[config.mk]
export PLATFORM = sky130hd
export DESIGN_NAME = pcm_gate_ctrl
export DESIGN_NICKNAME = d
export VERILOG_FILES = /design/src/rtl/pcm_gate_pkg.sv /design/src/rtl/pcm_ramp_osc.sv /design/src/rtl/pcm_sd_sync.sv /design/src/rtl/pcm_gate_latch.sv /design/src/rtl/pcm_fb_select.sv /design/src/rtl/pcm_gate_ctrl.sv
export SDC_FILE = /design/constraint.sdc
export NUM_CORES = 1
export LEC_CHECK = 0
export BUFFER_PORTS_ARGS = -buffer_cell sky130_fd_sc_hd__buf_2
export CORE_MARGIN = 10
export CORE_UTILIZATION = 48
export CTS_BUF_LIST = sky130_fd_sc_hd__clkbuf_4 sky130_fd_sc_hd__clkbuf_8
export CTS_CLUSTER_SIZE = 20
export DETAILED_ROUTE_END_ITERATION = 8
export PLACE_DENSITY = 0.76
export SYNTH_ARGS = -nofsm -noshare
export SYNTH_HDL_FRONTEND = slang
export SYNTH_HIERARCHICAL = 1
export SYNTH_SLANG_ARGS = --single-unit
[constraint.sdc]
create_clock -name clk -period 1.7 [get_ports clk]
set_input_delay 0.085 -clock clk [delete_from_list [all_inputs] [get_ports clk]]
set_output_delay 0.085 -clock clk [all_outputs]
set_load 0.05 [all_outputs]
[src/rtl/pcm_gate_pkg.sv]
package pcm_gate_pkg;

   typedef enum logic {
      PH_FALL  = 1'b0,
      PH_CLIMB = 1'b1
   } ramp_phase_e;

   localparam logic [1:0] FB_CH1 = 2'b01;
   localparam logic [1:0] FB_CH2 = 2'b10;

   function automatic int unsigned ceil_steps(input int unsigned span, input int unsigned step);
      return (span + step - 1) / step;
   endfunction

endpackage

[src/rtl/pcm_ramp_osc.sv]
module pcm_ramp_osc
   import pcm_gate_pkg::*;
#(
   parameter int RAMP_W = 8,
   parameter int TOP    = 40,
   parameter int BOT    = 0,
   parameter int UP     = 1,
   parameter int DN     = 8
) (
   input  logic              clk,
   input  logic              rst_n,
   output logic [RAMP_W-1:0] ramp_o,
   output ramp_phase_e       phase_o,
   output logic              start_o,
   output logic              end_o
);

   localparam int XW = RAMP_W + 1;
   localparam logic [XW-1:0] TOP_X  = XW'(TOP);
   localparam logic [XW-1:0] BOT_X  = XW'(BOT);
   localparam logic [XW-1:0] UP_X   = XW'(UP);
   localparam logic [XW-1:0] DN_X   = XW'(DN);
   localparam logic [XW-1:0] WRAP_X = XW'(BOT + DN);

   logic [RAMP_W-1:0] cnt_q, cnt_d;
   ramp_phase_e       ph_q, ph_d;
   logic [XW-1:0]     cnt_x, up_sum, dn_dif;

   always_comb begin
      cnt_x   = {1'b0, cnt_q};
      up_sum  = cnt_x + UP_X;
      dn_dif  = cnt_x - DN_X;
      start_o = (ph_q == PH_FALL)  && (cnt_x <= WRAP_X);
      end_o   = (ph_q == PH_CLIMB) && (up_sum >= TOP_X);
      cnt_d   = cnt_q;
      ph_d    = ph_q;
      if (ph_q == PH_CLIMB) begin
         if (end_o) begin
            cnt_d = TOP_X[RAMP_W-1:0];
            ph_d  = PH_FALL;
         end else begin
            cnt_d = up_sum[RAMP_W-1:0];
         end
      end else begin
         if (start_o) begin
            cnt_d = BOT_X[RAMP_W-1:0];
            ph_d  = PH_CLIMB;
         end else begin
            cnt_d = dn_dif[RAMP_W-1:0];
         end
      end
   end

   always_ff @(posedge clk or negedge rst_n) begin
      if (!rst_n) begin
         cnt_q <= BOT_X[RAMP_W-1:0];
         ph_q  <= PH_FALL;
      end else begin
         cnt_q <= cnt_d;
         ph_q  <= ph_d;
      end
   end

   assign ramp_o  = cnt_q;
   assign phase_o = ph_q;

endmodule

[src/rtl/pcm_sd_sync.sv]
module pcm_sd_sync #(
   parameter int STAGES = 1
) (
   input  logic clk,
   input  logic rst_n,
   input  logic halt_i,
   input  logic ovp_i,
   output logic sd_o
);

   logic [STAGES-1:0] sh_q;

   generate
      if (STAGES == 1) begin : g_single
         always_ff @(posedge clk or negedge rst_n) begin
            if (!rst_n) sh_q <= '0;
            else        sh_q <= halt_i | ovp_i;
         end
      end else begin : g_chain
         always_ff @(posedge clk or negedge rst_n) begin
            if (!rst_n) sh_q <= '0;
            else        sh_q <= {sh_q[STAGES-2:0], halt_i | ovp_i};
         end
      end
   endgenerate

   assign sd_o = sh_q[STAGES-1];

endmodule

[src/rtl/pcm_gate_latch.sv]
module pcm_gate_latch (
   input  logic clk,
   input  logic rst_n,
   input  logic start_i,
   input  logic end_i,
   input  logic trip_i,
   input  logic ilim_i,
   input  logic sd_i,
   output logic gate_o
);

   logic gate_q;

   always_ff @(posedge clk or negedge rst_n) begin
      if (!rst_n) begin
         gate_q <= 1'b0;
      end else if (sd_i) begin
         gate_q <= 1'b0;
      end else if (start_i) begin
         gate_q <= !trip_i && !ilim_i;
      end else if (end_i || trip_i || ilim_i) begin
         gate_q <= 1'b0;
      end
   end

   assign gate_o = gate_q & ~ilim_i;

endmodule

[src/rtl/pcm_fb_select.sv]
module pcm_fb_select
   import pcm_gate_pkg::*;
(
   input  logic       clk,
   input  logic       rst_n,
   input  logic       sel_i,
   output logic [1:0] chan_o
);

   always_ff @(posedge clk or negedge rst_n) begin
      if (!rst_n) chan_o <= FB_CH2;
      else        chan_o <= sel_i ? FB_CH2 : FB_CH1;
   end

endmodule

[src/rtl/pcm_gate_ctrl.sv]
module pcm_gate_ctrl
   import pcm_gate_pkg::*;
#(
   parameter int RAMP_W    = 8,
   parameter int TOP       = 40,
   parameter int BOT       = 0,
   parameter int UP        = 1,
   parameter int DN        = 8,
   parameter int SD_STAGES = 1
) (
   input  logic              clk,
   input  logic              rst_n,
   input  logic              halt_i,
   input  logic              ovp_i,
   input  logic              fb_sel_i,
   input  logic              trip_i,
   input  logic              ilim_i,
   output logic              gate_o,
   output logic              charge_o,
   output logic [RAMP_W-1:0] ramp_o,
   output logic [1:0]        fb_chan_o
);

   localparam int unsigned SPAN       = TOP - BOT;
   localparam int unsigned CLIMB_CYC  = ceil_steps(SPAN, UP);
   localparam int unsigned FALL_CYC   = ceil_steps(SPAN, DN);

   generate
      if (RAMP_W < 2 || RAMP_W > 24) begin : g_bad_w
         $error("pcm_gate_ctrl: RAMP_W out of range");
      end
      if (TOP >= (1 << RAMP_W) || BOT < 0 || BOT >= TOP) begin : g_bad_lim
         $error("pcm_gate_ctrl: ramp limits invalid");
      end
      if (UP < 1 || DN < 1 || BOT + DN >= (1 << (RAMP_W + 1))) begin : g_bad_step
         $error("pcm_gate_ctrl: ramp steps invalid");
      end
      if (CLIMB_CYC <= FALL_CYC) begin : g_bad_duty
         $error("pcm_gate_ctrl: climb must outlast fall");
      end
      if (SD_STAGES < 1 || SD_STAGES > 3) begin : g_bad_sync
         $error("pcm_gate_ctrl: SD_STAGES must be 1..3");
      end
   endgenerate

   ramp_phase_e phase;
   logic        start, stop, sd;

   pcm_ramp_osc #(
      .RAMP_W (RAMP_W),
      .TOP    (TOP),
      .BOT    (BOT),
      .UP     (UP),
      .DN     (DN)
   ) u_osc (
      .clk     (clk),
      .rst_n   (rst_n),
      .ramp_o  (ramp_o),
      .phase_o (phase),
      .start_o (start),
      .end_o   (stop)
   );

   pcm_sd_sync #(
      .STAGES (SD_STAGES)
   ) u_sync (
      .clk    (clk),
      .rst_n  (rst_n),
      .halt_i (halt_i),
      .ovp_i  (ovp_i),
      .sd_o   (sd)
   );

   pcm_gate_latch u_gate (
      .clk     (clk),
      .rst_n   (rst_n),
      .start_i (start),
      .end_i   (stop),
      .trip_i  (trip_i),
      .ilim_i  (ilim_i),
      .sd_i    (sd),
      .gate_o  (gate_o)
   );

   pcm_fb_select u_fb (
      .clk    (clk),
      .rst_n  (rst_n),
      .sel_i  (fb_sel_i),
      .chan_o (fb_chan_o)
   );

   assign charge_o = (phase == PH_CLIMB);

endmodule

## After elaboration in Yosys (flattened, before gate mapping)

Index checks and enable logic that the tools add are counted.
W data, S select, Z words.

- $add $sub $neg: 2
- Magnitude comparators: 2
- Mux-type cells: 10
- Bitwise gates (word level): 4
- Reductions and logical operators: 8

Operator list:

| operator | number |
|---|---|
| $mux W8 | 3 |
| $add A8 B1 Y9 const B | 1 |
| $ge A9 B6 Y1 const B | 1 |
| $le A8 B4 Y1 const B | 1 |
| $sub A8 B4 Y8 const B | 1 |
| $mux W1 | 6 |
| $logic_and A1 B1 Y1 | 3 |
| $reduce_bool A3 Y1 | 1 |
| $logic_not A1 Y1 | 2 |
| $logic_or A1 B1 Y1 | 2 |
| $mux W2 | 1 |
| $not A1 Y1 | 2 |
| $and A1 B1 Y1 | 1 |
| $or A1 B1 Y1 | 1 |

- Register bits: 13
- Input bits: 7
- Logic and storage cells: 31

## Logic depth before layout (Yosys ltp)

- Depth after elaboration: 8
- Gate-level depth with buffers: 8
- Mapped depth without buffers: 7

## Hierarchy

Netlist, hierarchy kept.

By module, submodules not included:

| module | instances | cells an instance | area each (um2) |
|---|---|---|---|
| pcm_ramp_osc | 1 | 66 | 615.6 |
| pcm_gate_latch | 1 | 5 | 57.6 |
| pcm_fb_select | 1 | 3 | 55.1 |
| pcm_sd_sync | 1 | 2 | 31.3 |

## Least setup slack after synthesis

Ideal clock, no wire load.

- Path type: register -> register
- Start point: register u_osc.cnt_q[3], in the netlist u_osc/ramp_o[3]
- End point: register u_osc.cnt_q[3], in the netlist u_osc/ramp_o[3]
- Arrival time: 1.962 ns
- Required time: 1.579 ns
- Path slack: -0.383 ns
- Stages on the path, launching flop included: 6
- Buffers on the path: 0
- Clock period less this slack: 2.083 ns
- Cells stage by stage: dfrtp_1 > ha_1 > and4_1 > o41ai_4 > nand3_1 > a22o_1

- Word-level cells in the longest chain between the ends: 5
- Elaborated cells between the ends (all ways): 9
- Classes of those cells: add/sub: 2; order compare: 2; mux: 3; reduce/logical: 2

Ends and longest elaborated chain:

| element | line | RTL |
|---|---|---|
| start, declared | pcm_ramp_osc.sv:25 | `logic [RAMP_W-1:0] cnt_q, cnt_d;` |
| start signal, assigned | pcm_ramp_osc.sv:56 | `cnt_q <= BOT_X[RAMP_W-1:0];` |
| start signal, assigned | pcm_ramp_osc.sv:59 | `cnt_q <= cnt_d;` |
| $add A8 B1 Y9 | pcm_ramp_osc.sv:31 | `up_sum = cnt_x + UP_X;` |
| $ge A9 B6 Y1 | pcm_ramp_osc.sv:34 | `end_o = (ph_q == PH_CLIMB) && (up_sum >= TOP_X);` |
| $logic_and A1 B1 Y1 | pcm_ramp_osc.sv:34 |  |
| $mux W8 | pcm_ramp_osc.sv:38 | `if (end_o) begin` |
| $mux W8 (*) | pcm_ramp_osc.sv:37 | `if (ph_q == PH_CLIMB) begin` |
| named net u_osc.cnt_d[3] | pcm_ramp_osc.sv:25 |  |

The timed path passes the listed nets; every way through them passes the cells marked *.
A chain may end at the register's enable or synchronous reset.

## Worst setup path in the final report

- Start point: register u_osc.cnt_q[3], in the netlist u_osc/ramp_o[3]
- End point: register u_gate.gate_q

- Word-level cells in the longest chain between the ends: 6
- Elaborated cells between the ends (all ways): 10
- Classes of those cells: add/sub: 1; order compare: 2; mux: 2; reduce/logical: 5

Ends and longest elaborated chain:

| element | line | RTL |
|---|---|---|
| $add A8 B1 Y9 | pcm_ramp_osc.sv:31 |  |
| $ge A9 B6 Y1 | pcm_ramp_osc.sv:34 |  |
| $logic_and A1 B1 Y1 | pcm_ramp_osc.sv:34 |  |
| named net stop | pcm_gate_ctrl.sv:47 | `logic start, stop, sd;` |
| $logic_or A1 B1 Y1 (2 in series) | pcm_gate_latch.sv:21 | `end else if (end_i \|\| trip_i \|\| ilim_i) begin` |
| $reduce_bool A3 Y1 (no source line) | -- |  |
| end signal, assigned | pcm_gate_latch.sv:20 | `gate_q <= !trip_i && !ilim_i;` |
| end, declared | pcm_gate_latch.sv:12 | `logic gate_q;` |

The timed path passes the listed nets, and every way through them passes these cells.

==> impl_metrics.json <==
{
  "drt_iter0_drc": 9,
  "io_pins": 19,
  "yosysTopAreaCell": "dfrtp_1",
  "portBuffers": 18,
  "placed_area_um2": 975,
  "die_area_um2": 3570,
  "crit_type": "reg -> reg",
  "cts.root.buffer_cell": "clkbuf_4",
  "hold_path.class": "in -> reg",
  "dp_hpwl_mm": 1.49,
  "vias": 701,
  "crit_path_start_kind": "register",
  "grt_pass1_wl_mm": 3.17,
  "status": "complete, but fails checks",
  "diodes": 0,
  "r2r_slack_ns": -0.06,
  "core_um2": 1510,
  "wl_per_cell_um": 15.8,
  "netlist_area_um2": 759,
  "power_density_nw_per_um2": 492,
  "place_congestion": 0.885,
  "cts_inserted_buffers": 3,
  "mappedNetlistNets": 87,
  "fin_tns_setup_ns": -0.131,
  "setup_slack_ns": -0.0586,
  "finalCritPeriodShare_pct": 103,
  "power.total_mw": 0.549,
  "r2r_end": "u_gate/gate_q",
  "cts_tree": "built",
  "hold_viol": 0,
  "drive_gt1_share_pct": 53.2,
  "async_flop_share_pct": 100,
  "critPathRequiredTime_ns": 1.92,
  "drt_wl_total_mm": 2.01,
  "r2r-start": "u_osc/ramp_o[3]",
  "clock_sinks": 13,
  "fillers": 100,
  "grt_max_degree": 14,
  "grt_overflow_total": 0,
  "clk_latency_ns": 0.28,
  "htree_levels": 1,
  "whs_ns": 0.0595,
  "multi_input_area_um2": 482,
  "grt_pass1_vias": 722,
  "cap_violations": 0,
  "grt_util_all_layers_pct": 11.5,
  "firstDrtPassIters": 4,
  "yosysUniqueCellTypes": 36,
  "synth-seq-cells": 13,
  "rsz0062_at_grt": "true",
  "fin_area_um2": 1120,
  "final_cells": 127,
  "period_minus_slack_ns": 1.76,
  "leakagePower_nw": 0.545,
  "area_delta_synth_final_pct": 47.1,
  "nNetsFinal": 123,
  "drcViolationCount": 0,
  "synth_top_area_share_pct": 39.5,
  "die_x_um": 59.8,
  "die_height_um": 59.8,
  "synth_edf_count": 0,
  "ys_warn_count": 6,
  "seqCellArea_um2": 339,
  "slew_violations": 0,
  "max_freq_mhz": 569,
  "yosysSeqAreaShare_pct": 43.0,
  "tightest_slew_ns": 0.461,
  "synth_flop_cell": "dfrtp_1",
  "start_util_pct": 50.4,
  "violations": "negative setup slack",
  "synthTopCellsByArea": "dfrtp_1 (40%), ha_1 (6.6%), o41ai_4 (3.6%)",
  "syn_area_per_cell_um2": 9.99,
  "fin_util_pct": 74.2,
  "ir_drop_uv": 455,
  "critPathCapture": "u_gate/gate_q",
  "crit_path_end_kind": "register",
  "syn_inst": 76,
  "slew_headroom_pct": 69.2,
  "clockBufferDepth": 2,
  "ant_nets": 0,
  "critPathMaxFanout": 6,
  "pre_cts_ws_ns": 0.00606,
  "placed_cells": 115,
  "antenna_found_initial": 0,
  "crit_arrival_ns": 1.98,
  "finalClockSkew_ns": 0.00189,
  "finalSetupViolations": 5,
  "startpoint": "u_osc/ramp_o[3]",
  "r2r_cells": 6,
  "rows": 14,
  "routed_via_density": 5.52,
  "clk_pin_slew_ns": 0.07
}
[power by group]
group | switching (mW) | total, mW | internal (mW)
sequential | 0.00110 | 0.315 | 0.313
combinational | 0.0198 | 0.0336 | 0.0138
clock | 0.0940 | 0.201 | 0.107
total | 0.115 | 0.549 | 0.434
[flip-flops by register name (all words and copies together), names as in the netlist]
| register | count |
|---|---|
| u_fb/chan_o | 2 |
| u_osc/phase_o | 1 |
| u_sync/sd_o | 1 |
| u_osc/ramp_o | 8 |
| u_gate/gate_q | 1 |
[synth_stat cells, types with 2 or more instances]
cell	instances
nor2_1	6
ha_1	4
nand2_1	4
inv_1	7
nand2b_1	2
nor2b_1	2
dfrtp_1	12
xnor2_1	2
o22ai_1	3
mux2i_1	2
nand3_1	3
buf_2	2
o21ai_1	3
or2_1	2
[cell usage in the layout, fill, tap and decap left out, drive strengths merged, types with 3 or more instances in the layout]
cell and n:
dlygate4sd3 4, buf 30, dfrtp 12, nand2 4
inv 7, o21ai 3, clkbuf 4, nand3 4
o22ai 3, nor2 6, ha 4
[cell families after synthesis]
group | share of synthesized area, %
AO/OA/AOI/OAI | 18.8
XOR/XNOR | 3.46
adder cells (fa/ha/maj) | 6.59
buffers and inverters | 5.27
flip-flops | 43.0
multiplexers | 2.64
AND/OR/NAND/NOR | 20.3
[cell type report]
| cell class | count | share of cell area, % |
|---|---|---|
| multi-input cells | 53 | 43.1 |
| flip-flops and latches | 13 | 30.3 |
| clock buffers | 4 | 2.69 |
| well taps | 16 | 1.79 |
| repair buffers | 34 | 19.7 |
| inverters | 7 | 2.35 |
[how the worst min path moves through the flow]
stage / startpoint / endpoint / slack [ns] / cells after the start
after detailed placement: rst_n / u_fb/chan_o[0] / -0.02 / 1
final: trip_i / u_gate/gate_q / 0.06 / 3
after floorplan: rst_n / u_fb/chan_o[0] / -0.21 / 0
after global placement: rst_n / u_fb/chan_o[0] / -0.02 / 1
after global routing: trip_i / u_gate/gate_q / 0.05 / 3
after CTS: trip_i / u_gate/gate_q / 0.06 / 3
[timing repair]
action                     in CTS  in global routing
gates resized for setup         0                  7
setup endpoints to repair       2                  7
setup buffers                   3                  1
hold buffers                    4                  0
hold endpoints to repair       16                  0
pin swaps                       0                  3
[worst max-delay path, stage by stage (launching register included)]
cell and delay [ns]:
dfrtp_4 0.51, ha_4 0.17, and4_4 0.20, o41ai_4 0.39, a21oi_1 0.17, nor2b_1 0.14
o21a_1 0.12
[layer usage]
metal	GRT usage, %	vias up	routed length [um]
met5	0	-	0
met4	3.85	0	29
met3	5.30	4	148
met2	19.1	25	1070
met1	12.6	333	757
li1	-	339	-
No activity file was read; power rests on OpenSTA's default activity.
